===== config.mk =====
export PLATFORM = sky130hd
export DESIGN_NAME = sfifo_dac
export DESIGN_NICKNAME = d
export VERILOG_FILES = /design/src/rtl/sfifo_pkg.sv /design/src/rtl/sfifo_ctrl.sv /design/src/rtl/sfifo_store.sv /design/src/rtl/sfifo_dac.sv
export SDC_FILE = /design/constraint.sdc
export NUM_CORES = 1
export LEC_CHECK = 0
export BUFFER_PORTS_ARGS = -buffer_cell sky130_fd_sc_hd__clkbuf_2
export CORE_ASPECT_RATIO = 1.5
export CORE_UTILIZATION = 40
export CTS_CLUSTER_SIZE = 30
export DETAILED_ROUTE_END_ITERATION = 8
export SETUP_SLACK_MARGIN = 0.02
export SYNTH_ARGS = -nofsm -noshare
export SYNTH_HDL_FRONTEND = slang
export SYNTH_SLANG_ARGS = --single-unit
export TNS_END_PERCENT = 20

===== constraint.sdc =====
create_clock -name clk -period 6.6 [get_ports clk]
set_clock_uncertainty 0.15 [all_clocks]
set_input_delay 0.33 -clock clk [delete_from_list [all_inputs] [get_ports clk]]
set_output_delay 0.33 -clock clk [all_outputs]
set_load 0.02 [all_outputs]

===== src/rtl/sfifo_pkg.sv =====
package sfifo_pkg;
  localparam int CTRL_W = 16;
  localparam int SEL_W  = 3;

  // strobes from the timer/control side to the storage side
  typedef struct packed {
    logic wrReq;   // host asks to queue a word
    logic drain;   // sample tick: move one word to the DAC register
  } fifoStrobeT;
endpackage


===== src/rtl/sfifo_ctrl.sv =====
module sfifo_ctrl
  import sfifo_pkg::*;
#(
  parameter int PRE_DIV = 10,
  parameter int MID_DIV = 4
) (
  input  logic              clk,
  input  logic              rstN,
  input  logic              fifoWrEn,
  input  logic              ctrlWrEn,
  input  logic [CTRL_W-1:0] ctrlWrData,
  output fifoStrobeT        strobes,
  output logic              shSet,
  output logic              shChanA,
  output logic              shChanB,
  output logic [SEL_W-1:0]  rateSel,
  output logic              tabletXEn,
  output logic              tabletYEn
);
  localparam int PRE_W = (PRE_DIV > 1) ? $clog2(PRE_DIV) : 1;
  localparam int MID_W = (MID_DIV > 1) ? $clog2(MID_DIV) : 1;
  localparam int ODD_W = SEL_W + 1;
  localparam logic [PRE_W-1:0] PRE_LAST = PRE_W'(PRE_DIV - 1);
  localparam logic [MID_W-1:0] MID_LAST = MID_W'(MID_DIV - 1);

  logic [7:0]       ctrlReg;
  logic [PRE_W-1:0] preCnt;
  logic [MID_W-1:0] midCnt;
  logic [ODD_W-1:0] oddCnt;
  logic             preWrap, midWrap, baseTick, oddZero, sampleTick;
  logic [ODD_W-1:0] reloadVal;
  logic             unusedLowByte;

  assign unusedLowByte = ^ctrlWrData[7:0];

  assign shSet     = ctrlReg[7];
  assign shChanA   = ctrlReg[6];
  assign shChanB   = ctrlReg[5];
  assign rateSel   = ctrlReg[4:2];
  assign tabletXEn = ctrlReg[1];
  assign tabletYEn = ctrlReg[0];

  assign preWrap    = (preCnt == PRE_LAST);
  assign midWrap    = (midCnt == MID_LAST);
  assign baseTick   = preWrap && midWrap;
  assign oddZero    = (oddCnt == '0);
  assign reloadVal  = {rateSel, 1'b0};   // divisor - 1
  assign sampleTick = baseTick && oddZero;

  assign strobes.wrReq = fifoWrEn;
  assign strobes.drain = sampleTick && !ctrlWrEn;

  always_ff @(posedge clk or negedge rstN) begin
    if (!rstN) begin
      ctrlReg <= '0;
      preCnt  <= '0;
      midCnt  <= '0;
      oddCnt  <= '0;
    end else if (ctrlWrEn) begin
      ctrlReg <= ctrlWrData[15:8];
      preCnt  <= '0;
      midCnt  <= '0;
      oddCnt  <= {ctrlWrData[12:10], 1'b0};
    end else begin
      preCnt <= preWrap ? '0 : preCnt + 1'b1;
      if (preWrap) midCnt <= midWrap ? '0 : midCnt + 1'b1;
      if (baseTick) oddCnt <= oddZero ? reloadVal : oddCnt - 1'b1;
    end
  end


  odd_bound_chk: assert property (@(posedge clk) disable iff (!rstN)
    oddCnt <= {rateSel, 1'b0});

  tick_spacing_chk: assert property (@(posedge clk) disable iff (!rstN)
    strobes.drain |=> !strobes.drain);

  restart_quiet_chk: assert property (@(posedge clk) disable iff (!rstN)
    ctrlWrEn |=> !strobes.drain);
endmodule


===== src/rtl/sfifo_store.sv =====
module sfifo_store
  import sfifo_pkg::*;
#(
  parameter int DEPTH = 16,
  parameter int WIDTH = 12
) (
  input  logic             clk,
  input  logic             rstN,
  input  fifoStrobeT       strobes,
  input  logic [WIDTH-1:0] wrData,
  output logic [WIDTH-1:0] dacData,
  output logic             dacValid,
  output logic             dataAvailN,
  output logic             roomAvailN
);
  localparam int PTR_W = $clog2(DEPTH);
  localparam int CNT_W = $clog2(DEPTH + 1);
  localparam logic [CNT_W-1:0] FULL_CNT = CNT_W'(DEPTH);

  logic [WIDTH-1:0] mem [DEPTH];
  logic [PTR_W-1:0] headPtr, tailPtr;
  logic [CNT_W-1:0] count;
  logic             isFull, isEmpty, doPush, doAdvance;

  assign isFull    = (count == FULL_CNT);
  assign isEmpty   = (count == '0);
  assign doPush    = strobes.wrReq && !isFull;
  assign doAdvance = strobes.drain && !isEmpty;

  assign dataAvailN = isEmpty;
  assign roomAvailN = isFull;

  always_ff @(posedge clk or negedge rstN) begin
    if (!rstN) begin
      for (int i = 0; i < DEPTH; i++) mem[i] <= '0;
      headPtr  <= '0;
      tailPtr  <= '0;
      count    <= '0;
      dacData  <= '0;
      dacValid <= 1'b0;
    end else begin
      dacValid <= strobes.drain;
      if (strobes.drain) dacData <= mem[tailPtr];
      if (doPush) begin
        mem[headPtr] <= wrData;
        headPtr      <= headPtr + 1'b1;
      end
      if (doAdvance) tailPtr <= tailPtr + 1'b1;
      case ({doPush, doAdvance})
        2'b10:   count <= count + 1'b1;
        2'b01:   count <= count - 1'b1;
        default: count <= count;
      endcase
    end
  end


  count_bound_chk: assert property (@(posedge clk) disable iff (!rstN)
    count <= FULL_CNT);

  full_drop_chk: assert property (@(posedge clk) disable iff (!rstN)
    (isFull && strobes.wrReq && !strobes.drain) |=> ($stable(count) && $stable(headPtr)));

  strobe_follow_chk: assert property (@(posedge clk) disable iff (!rstN)
    strobes.drain |=> dacValid);

  dac_hold_chk: assert property (@(posedge clk) disable iff (!rstN)
    !strobes.drain |=> $stable(dacData));

  empty_tail_chk: assert property (@(posedge clk) disable iff (!rstN)
    (strobes.drain && isEmpty) |=> $stable(tailPtr));

  flags_exclusive_chk: assert property (@(posedge clk) disable iff (!rstN)
    !(dataAvailN && roomAvailN));

  both_ops_chk: assert property (@(posedge clk) disable iff (!rstN)
    (strobes.wrReq && strobes.drain && !isEmpty && !isFull) |=> $stable(count));
endmodule


===== src/rtl/sfifo_dac.sv =====
module sfifo_dac
  import sfifo_pkg::*;
#(
  parameter int DEPTH   = 16,
  parameter int WIDTH   = 12,
  parameter int PRE_DIV = 10,
  parameter int MID_DIV = 4
) (
  input  logic              clk,
  input  logic              rstN,
  input  logic              fifoWrEn,
  input  logic [WIDTH-1:0]  fifoWrData,
  input  logic              ctrlWrEn,
  input  logic [CTRL_W-1:0] ctrlWrData,
  output logic [WIDTH-1:0]  dacData,
  output logic              dacValid,
  output logic              dataAvailN,
  output logic              roomAvailN,
  output logic              shSet,
  output logic              shChanA,
  output logic              shChanB,
  output logic [SEL_W-1:0]  rateSel,
  output logic              tabletXEn,
  output logic              tabletYEn
);
  fifoStrobeT strobes;

  sfifo_ctrl #(.PRE_DIV(PRE_DIV), .MID_DIV(MID_DIV)) u_ctrl (
    .clk(clk), .rstN(rstN), .fifoWrEn(fifoWrEn), .ctrlWrEn(ctrlWrEn),
    .ctrlWrData(ctrlWrData), .strobes(strobes), .shSet(shSet),
    .shChanA(shChanA), .shChanB(shChanB), .rateSel(rateSel),
    .tabletXEn(tabletXEn), .tabletYEn(tabletYEn)
  );

  sfifo_store #(.DEPTH(DEPTH), .WIDTH(WIDTH)) u_store (
    .clk(clk), .rstN(rstN), .strobes(strobes), .wrData(fifoWrData),
    .dacData(dacData), .dacValid(dacValid), .dataAvailN(dataAvailN),
    .roomAvailN(roomAvailN)
  );
endmodule


==> impl_metrics.tcl, run 1 <==
set metrics [dict create \
    ys_types 46 \
    p_leak_nw 5.37 \
    grt_max_degree 144 \
    grt.overflow.total 0 \
    core-area_um2 27100 \
    cellPowerDensity_nw_per_um2 405 \
    peakVddDrop_mv 0.245 \
    fin_crit_ps 3400 \
    postCtsSetupBuffers 0 \
    initial_core_util_pct 40.6 \
    multiInputGateArea_um2 4730 \
    dr.first_iter.drc_count 271 \
    syn2layout_area_growth_pct 11.6 \
    ys_seq_elements 236 \
    n_antenna_cell 0 \
    most-common-layout-cells "233 x dfrtp_1, 107 x mux2_2, 102 x mux2_1" \
    path_class "register to register" \
    rsz0062_at_grt "no" \
    cts.clk_slew.worst_paths_ps 60 \
    clk_latency_ps 510 \
    finalSetupTns_ps 0 \
    crit_path_start_kind "register" \
    clock-root-buffer "clkbuf_16" \
    synth.cell_area_um2 11000 \
    design_area_um2 12300 \
    finalHoldViolations 0 \
    status "finished clean" \
    cp.required_ps 6840 \
    cts_buffers 24 \
    row_count 74 \
    grt_first_pass_wirelength_um 38400 \
    die_width_um 137 \
    avgRoutedWirePerCell_um 21.3 \
    fin_nets 799 \
    num_io_pins 55 \
    crit_fanout 22 \
    wl_um 23600 \
    worst_pin_slew_ps 1190 \
    post_cts_resized 0 \
    die_h_um 205 \
    p_switching_mw 1.37 \
    end_kind "register" \
    drt.antenna.violating_nets 0 \
    p_clk_share_pct 27.9 \
    hold_buffers 9 \
    cts_tree "yes" \
    layout_commonest_cell "dfrtp_1" \
    report.final.setup_viol 0 \
    dpl.hpwl_um 14900 \
    htreeDepth 1 \
    min_path_type "primary input to register" \
    route.detailed.drc 0 \
    cts_num_sinks 236 \
    routabilityCongestion 0.707 \
    period_share_pct 51.5 \
    dieArea_um2 28200 \
    switching_share_pct 27.6 \
    antenna_found_initial 0 \
    regArea_um2 5910 \
    dpl_cell_area_um2 11400 \
    netlist_instances 721 \
    n_fill_cell 2385 \
    worstPathArrival_ps 3640 \
    syn-num-nets 768 \
    slew_headroom_pct 20.5 \
    cts_buffer_depth 3 \
    ys_seq_area_share_pct 53.6 \
    power_frac_comb_pct 24.5 \
    power_frac_seq_pct 47.5 \
    grt_pass1_vias 6948 \
    p_int_mw 3.60 \
    grt_use_total_pct 17.9 \
    via_per_inst 5.50 \
    drive_gt1_share_pct 33.5 \
    yosys_warnings 0 \
    vias 6109 \
    drv_cap 0 \
    first_pass_iters 4 \
    slew_violations 0 \
    fmax_ghz 0.294 \
    syn_area_per_cell_um2 15.3 \
    io_buffers 46 \
]
==> kinds of logic after synthesis <==
family                     share of synthesized area [%]
DFF                                                 53.6
and+or+nand+nor                                     3.98
xor gates and xnor gates                           0.875
AOI/OAI and AO/OA                                   2.57
adders and majority gates                           1.77
buffers and inverters                               3.45
muxes                                               33.7
==> sequential cells by signal, indices dropped and copies added, names as in the netlist <==
signal	cells
u_ctrl.oddCnt	4
u_store.dacData	12
u_store.tailPtr	4
u_store.mem	192
u_store.headPtr	4
u_ctrl.preCnt	4
u_store.dacValid	1
u_store.count	5
u_ctrl.ctrlReg	8
u_ctrl.midCnt	2
==> power by group through the flow <==
| stage | logic, mW | clock network (mW) | registers [mW] |
|---|---|---|---|
| 2_1_floorplan | 1.00 | 0 | 2.26 |
| 3_3_place_gp | 1.16 | 0 | 2.31 |
| 3_5_place_dp | 1.24 | 0 | 2.39 |
| 4_1_cts | 1.25 | 1.43 | 2.36 |
| 5_1_grt | 1.34 | 1.49 | 2.43 |
| 6_report | 1.22 | 1.39 | 2.36 |
==> Yosys cell counts, drive strengths merged <==
master     n  share of area (%)
dfrtp    236                 54
mux2     209                 21
mux4      48                 10
buf       33                2.2
mux2i     25                2.3
nand2     23               0.78
o21ai     23                1.0
clkbuf    21               0.89
ha        14                1.6
inv       12               0.41
nand3     12                1.1
a21oi     10               0.45
xnor2      9               0.72
nand4      6               0.45
nor2       6               0.20
nor2b      6               0.34
nor3       4               0.18
a211o      2               0.16
a21o       2               0.14
a22o       2               0.16
and2       2               0.11
nor3b      2               0.14
xor2       2               0.16
a2111oi    1               0.25
a21boi     1               0.10
fa         1               0.18
nand2b     1              0.057
nand3b     1              0.068
nand4b     1               0.22
nor4       1               0.19
o31a       1              0.080
o41a       1               0.10
o41ai      1              0.080
or3        1              0.057
or3b       1              0.080
==> worst paths after layout <==
check / startpoint / to / slack [ps] / depth (start not counted)
setup reg to reg: u_store.count[0] / u_store.mem[37] / 3200 / 4
min in group asynchronous: rstN / u_ctrl.ctrlReg[6] / 320 / 2
hold / removal: fifoWrData[2] / u_store.mem[98] / 110 / 2
setup / recovery: u_store.count[0] / u_store.mem[37] / 3200 / 4
max in group asynchronous: rstN / u_store.mem[166] / 4030 / 3
hold reg to reg: u_store.mem[98] / u_store.mem[98] / 340 / 1
==> metrics by stage <==
step / hold slack (ps) / std cells / worst slack, ps / total power [mW] / util (%)
after floorplan: -116 / 721 / 3740 / 3.26 / -
after global placement: 315 / 1059 / 3390 / 3.46 / 41.9
after detailed placement: 325 / 1059 / 3180 / 3.63 / 41.9
after CTS: 93.6 / 1110 / 3160 / 5.04 / 45.3
after global routing: 125 / 1110 / 2980 / 5.27 / 45.3
final: 108 / 1110 / 3200 / 4.97 / 45.3
==> cell type report <==
type / count / share of cell area [%]
Tap cell: 342 / 3.48
Sequential cell: 236 / 48.1
Inverter: 12 / 0.367
Timing Repair Buffer: 59 / 2.93
Clock inverter: 8 / 0.784
Clock buffer: 34 / 5.86
Multi-Input combinational cell: 419 / 38.5
==> worst max-delay path: stages (launching register included) <==
cell and delay (ps):
dfrtp_1 480, nor4_4 110, a21boi_2 890, nand4_1 1020
mux2_2 610
==> metal layers <==
metal	wire length (um)	track usage, %	vias up
met2	12700	32.1	111
li1	-	-	2711
met4	614	5.53	0
met5	0	0	-
met1	9540	22.0	3246
met3	753	2.39	41
(Power assumes the default switching activity.)
==> run 2: changes to the inputs <==
clock period = 3.1 ns   (was 6.6 ns; I/O delays follow)
==> run 2 against run 1 <==
Core utilization is 1.4 points higher. Worst hold slack improved by 18 ps. Highest routed layer unchanged. Design area increased by 3.1%. Largest power group unchanged.
==> impl_metrics.tcl, run 2 (same netlist as run 1, synthesis figures left out) <==
set metrics [dict create \
    grt_max_degree 99 \
    rsz0062_at_grt "no" \
    cts_num_sinks 236 \
    grt_first_pass_wirelength_um 39400 \
    fmax_ghz 0.346 \
    report.final.setup_viol 0 \
    p_int_mw 7.86 \
    most-common-layout-cells "233 x dfrtp_1, 107 x mux2_2, 102 x mux2_1" \
    worst-r2r-cell-count 10 \
    row_count 74 \
    cp_cell_sequence "inv_1, ha_1, or3b_1, a2111oi_4, ha_4, ha_1, a21o_1, a21oi_1, mux2i_1, xnor2_1" \
    fin_crit_ps 2890 \
    die_width_um 137 \
    n_fill_cell 2365 \
    largest_registers "u_store.mem (192), u_store.dacData (12), u_ctrl.ctrlReg (8)" \
    hold_end "u_store.count[0]" \
    period_share_pct 93.2 \
    end_kind "register" \
    grt.overflow.total 0 \
    cts_buffer_depth 3 \
    drv_cap 0 \
    crit_path_start_kind "register" \
    path_common_cell "ha_1" \
    cts_buffers 24 \
    p_clk_share_pct 29.2 \
    die_h_um 205 \
    cts.clk_slew.worst_paths_ps 60 \
    grt_pass1_vias 7076 \
    worstPathArrival_ps 3180 \
    initial_core_util_pct 40.6 \
    wl_um 24600 \
    r2r-start "u_ctrl.oddCnt[1]" \
    route.detailed.drc 0 \
    cellPowerDensity_nw_per_um2 855 \
    holdCritStartpoint "fifoWrEn" \
    cp.required_ps 3390 \
    via_per_inst 5.44 \
    slew_violations 0 \
    crit_fanout 6 \
    slew_headroom_pct 33.4 \
    fin_nets 826 \
    cts_tree "yes" \
    dpl.hpwl_um 15800 \
    first_pass_iters 4 \
    core-area_um2 27100 \
    whs_ps 126 \
    drt.antenna.violating_nets 0 \
    drive_gt1_share_pct 33.9 \
    min_path_cells 5 \
    avgRoutedWirePerCell_um 21.6 \
    slowest_stage "or3b_1" \
    n_antenna_cell 0 \
    syn2layout_area_growth_pct 15.1 \
    vias 6197 \
    finalSetupTns_ps 0 \
    p_leak_nw 5.53 \
    switching_share_pct 27.5 \
    regArea_um2 5910 \
    clock-root-buffer "clkbuf_16" \
    largest_reg_flops 192 \
    multiInputGateArea_um2 4740 \
    regMostFlops "u_store.mem" \
    path_class "register to register" \
    finalHoldViolations 0 \
    r2r-end "u_store.count[4]" \
    routabilityCongestion 0.761 \
    grt_use_total_pct 18.5 \
    clk_latency_ps 520 \
    rrSetupSlack_ps 210 \
    dr.first_iter.drc_count 276 \
    postCtsSetupBuffers 0 \
    p_switching_mw 2.98 \
    max_stage_delay_ps 410 \
    peakVddDrop_mv 0.537 \
    power_frac_seq_pct 46.4 \
    antenna_found_initial 0 \
    status "finished clean" \
    dieArea_um2 28200 \
    htreeDepth 1 \
    layout_commonest_cell "dfrtp_1" \
    io_buffers 46 \
    worst_pin_slew_ps 999 \
    power_frac_comb_pct 24.4 \
    num_io_pins 55 \
    min_path_type "primary input to register" \
]
-- run 2: worst max path at each step --
| stage | startpoint | end | slack, ps | cells after the start |
|---|---|---|---|---|
| 2_1_floorplan | u_ctrl.oddCnt[0] | u_store.count[4] | 240 | 10 |
| 3_3_place_gp | u_ctrl.oddCnt[0] | u_store.count[4] | 210 | 10 |
| 3_5_place_dp | u_ctrl.oddCnt[1] | u_store.count[4] | 90 | 10 |
| 4_1_cts | u_ctrl.oddCnt[1] | u_store.count[4] | 80 | 10 |
| 5_1_grt | u_ctrl.oddCnt[1] | u_store.count[4] | 30 | 10 |
| 6_report | u_ctrl.oddCnt[1] | u_store.count[4] | 210 | 10 |
-- run 2: per-stage QoR --
step / worst slack [ps] / cell area (um^2) / instances / total power [mW] / utilization (%)
after floorplan: 237 / 11000 / 721 / 6.95 / -
after global placement: 214 / 11500 / 1069 / 7.45 / 42.5
after detailed placement: 93.8 / 11500 / 1069 / 7.74 / 42.5
after CTS: 78.3 / 12700 / 1139 / 11.0 / 46.7
after global routing: 33.1 / 12700 / 1139 / 11.4 / 46.7
final: 211 / 12700 / 1139 / 10.8 / 46.7
-- run 2: critical path: cells and delay by family, from the launching register on --
kind | cells | cell delay, ps
muxes | 1 | 250
and+or+nand+nor | 1 | 410
AOI/OAI and AO/OA | 3 | 630
buffers and inverters | 1 | 120
adders and majority gates | 3 | 720
xor gates and xnor gates | 1 | 130
DFF | 1 | 400
-- run 2: power groups by stage --
stage	sequential, mW	clock (mW)	combinational [mW]
finish	5.03	3.16	2.64
global route	5.19	3.36	2.89
CTS	5.03	3.25	2.69
global placement	4.93	0	2.52
floorplan	4.81	0	2.13
detailed placement	5.09	0	2.66
-- run 2: repair_timing --
action / 4_1_cts / 5_1_grt
endpoints found under the hold margin: 279 / 0
resized for setup: 0 / 2
hold buffers: 26 / 0
setup endpoints to repair: 0 / 2
-- run 2: metal layers --
| metal | part of all wire (%) | up-vias | track usage, % |
|---|---|---|---|
| met5 | 0 | - | 0 |
| met4 | 2.3 | 0 | 4.95 |
| li1 | - | 2751 | - |
| met3 | 2.6 | 37 | 2.04 |
| met1 | 40 | 3313 | 22.7 |
| met2 | 55 | 96 | 33.9 |
-- run 2: cell type report --
type / instances / area share, %
clock buffer: 34 / 5.68
clock inverter: 10 / 1.27
inverter: 12 / 0.355
multi-input combinational: 419 / 37.4
sequential: 236 / 46.6
tap: 342 / 3.38
timing repair buffer: 86 / 5.27
==> run 3: changes to the inputs <==
CELL_PAD_IN_SITES_DETAIL_PLACEMENT = 1   (was default)
CELL_PAD_IN_SITES_GLOBAL_PLACEMENT = 2   (was default)
PLACE_DENSITY_LB_ADDON = 0.1   (was default)
==> run 3 against run 2 <==
Combinational power increased by 2%. Total power shrank 0.45%. Non-clock buffer count is 5 higher. Sequential cell count unchanged. Sequential power barely moved. First-iteration DRC count decreased by 25%. Clock-buffer cell count up 3. Cell count rose by 0.44%. Critical path depth is the same. Wire length grew 11%. Sequential share of layout area is 0.11 points higher. Highest routed layer unchanged.
==> impl_metrics.tcl, run 3 (same netlist as run 1, synthesis figures left out) <==
set metrics [dict create \
    layout_commonest_cell "dfrtp_1" \
    cellPowerDensity_nw_per_um2 853 \
    end_kind "register" \
    r2r-start "u_ctrl.oddCnt[1]" \
    period_share_pct 93.7 \
    grt_first_pass_wirelength_um 43200 \
    drive_gt1_share_pct 34.2 \
    peakVddDrop_mv 0.444 \
    p_leak_nw 5.54 \
    cts_tree "yes" \
    met3_usage_pct 2.96 \
    use_met1_pct 23.9 \
    dpl.hpwl_um 17900 \
    initial_core_util_pct 40.6 \
    core-area_um2 27100 \
    switching_share_pct 28.0 \
    die_h_um 205 \
    syn2layout_area_growth_pct 14.8 \
    vias 6268 \
    multiInputGateArea_um2 4740 \
    n_antenna_cell 0 \
    p_clk_share_pct 28.5 \
    pre_cts_ws_ps 72.5 \
    rrSetupSlack_ps 200 \
    fin_nets 832 \
    min_path_type "primary input to async pin" \
    power_frac_comb_pct 24.8 \
    worstPathArrival_ps 3210 \
    clock-root-buffer "clkbuf_16" \
    cts_buffer_depth 3 \
    dpl_cell_area_um2 11600 \
    grt_pass1_vias 7228 \
    antenna_found_initial 0 \
    drv_cap 0 \
    fin_ws_ps 197 \
    grt_max_degree 87 \
    finalHoldViolations 0 \
    worst-r2r-cell-count 10 \
    row_count 74 \
    via_per_inst 5.48 \
    worst_pin_slew_ps 993 \
    htreeDepth 1 \
    p_switching_mw 3.02 \
    drt.antenna.violating_nets 0 \
    p_int_mw 7.77 \
    cts_buffers 25 \
    regArea_um2 5910 \
    grt_use_met2_pct 39.1 \
    path_class "register to register" \
    n_fill_cell 2698 \
    slew_headroom_pct 33.8 \
    r2r-end "u_store.count[4]" \
    fmax_ghz 0.344 \
    num_io_pins 55 \
    clk_latency_ps 540 \
    grt.overflow.total 0 \
    crit_fanout 6 \
    crit_path_start_kind "register" \
    cp.required_ps 3410 \
    rsz0062_at_grt "no" \
    power_frac_seq_pct 46.6 \
    routabilityCongestion 0.722 \
    slew_violations 0 \
    most-common-layout-cells "233 x dfrtp_1, 107 x mux2_2, 102 x mux2_1" \
    dr.first_iter.drc_count 208 \
    regMostFlops "u_store.mem" \
    route.detailed.drc 0 \
    fin_crit_ps 2900 \
    finalSetupTns_ps 0 \
    design_area_um2 12600 \
    first_pass_iters 4 \
    cts_num_sinks 236 \
    largest_registers "u_store.mem (192), u_store.dacData (12), u_ctrl.ctrlReg (8)" \
    io_buffers 46 \
    dieArea_um2 28200 \
    wl_um 27300 \
    cts.clk_slew.worst_paths_ps 60 \
    grt_use_total_pct 21.0 \
    avgRoutedWirePerCell_um 23.8 \
    die_width_um 137 \
    largest_reg_flops 192 \
    report.final.setup_viol 0 \
    status "finished clean" \
    grt-busiest-layer "met2" \
]
-- run 3: changes by cell type in the layout (fill, tap and decap cells not counted), sizes merged --
cell         change
clkbuf           +3
clkinv           -1
clkinvlp         -2
buf              +8
dlygate4sd3      -3
inv              +1
bufinv           -1
-- run 3: critical path, stage by stage, from the launching register on --
cell and delay, ps:
dfrtp_1 410, inv_1 120, ha_1 230, or3b_1 410, a2111oi_4 280, ha_4 230
ha_1 270, a21o_1 180, a21oi_1 170, mux2i_1 240, xnor2_1 130
-- run 3: how the worst max path moves through the flow --
stage                     start  cells past startpoint  slack (ps)               end
5_1_grt        u_ctrl.oddCnt[0]                     10          30  u_store.count[4]
3_5_place_dp   u_ctrl.oddCnt[0]                     10          70  u_store.count[4]
4_1_cts        u_ctrl.oddCnt[0]                     10          80  u_store.count[4]
6_report       u_ctrl.oddCnt[1]                     10         200  u_store.count[4]
2_1_floorplan  u_ctrl.oddCnt[0]                     10         240  u_store.count[4]
3_3_place_gp   u_ctrl.oddCnt[0]                     10         170  u_store.count[4]
-- run 3: power groups by stage --
stage / Sequential [mW] / Combinational, mW / Clock (mW)
final: 5.03 / 2.68 / 3.08
after global routing: 5.20 / 2.93 / 3.29
after CTS: 5.04 / 2.74 / 3.20
after detailed placement: 5.10 / 2.71 / 0
after global placement: 4.94 / 2.56 / 0
after floorplan: 4.81 / 2.13 / 0
-- run 3: layer usage --
| metal | up-vias | routed length [um] |
|---|---|---|
| met5 | - | 0 |
| met1 | 3367 | 10400 |
| met4 | 0 | 755 |
| met2 | 97 | 15300 |
| met3 | 42 | 754 |
| li1 | 2762 | - |
-- run 3: through the flow --
stage	cells	power [mW]	hold WS, ps	utilization, %
2_1_floorplan	721	6.95	-291	-
3_3_place_gp	1077	7.51	53.4	42.6
3_5_place_dp	1077	7.80	64.1	42.6
4_1_cts	1144	11.0	91.0	46.6
5_1_grt	1144	11.4	124	46.6
6_report	1144	10.8	81.2	46.6
-- run 3: cell type report --
type / count / area share (%)
flip-flops and latches: 236 / 46.7
multi-input cells: 419 / 37.5
clock buffers: 37 / 5.70
repair buffers: 91 / 5.42
well taps: 342 / 3.38
clock inverters: 7 / 0.920
inverters: 12 / 0.356
-- run 3: what timing repair did --
item / in CTS / in global routing
endpoints found under the hold margin: 282 / 0
resized for setup: 0 / 2
hold buffers: 23 / 0
buffers inserted: 0 / 0
endpoints found under the setup margin: 0 / 1
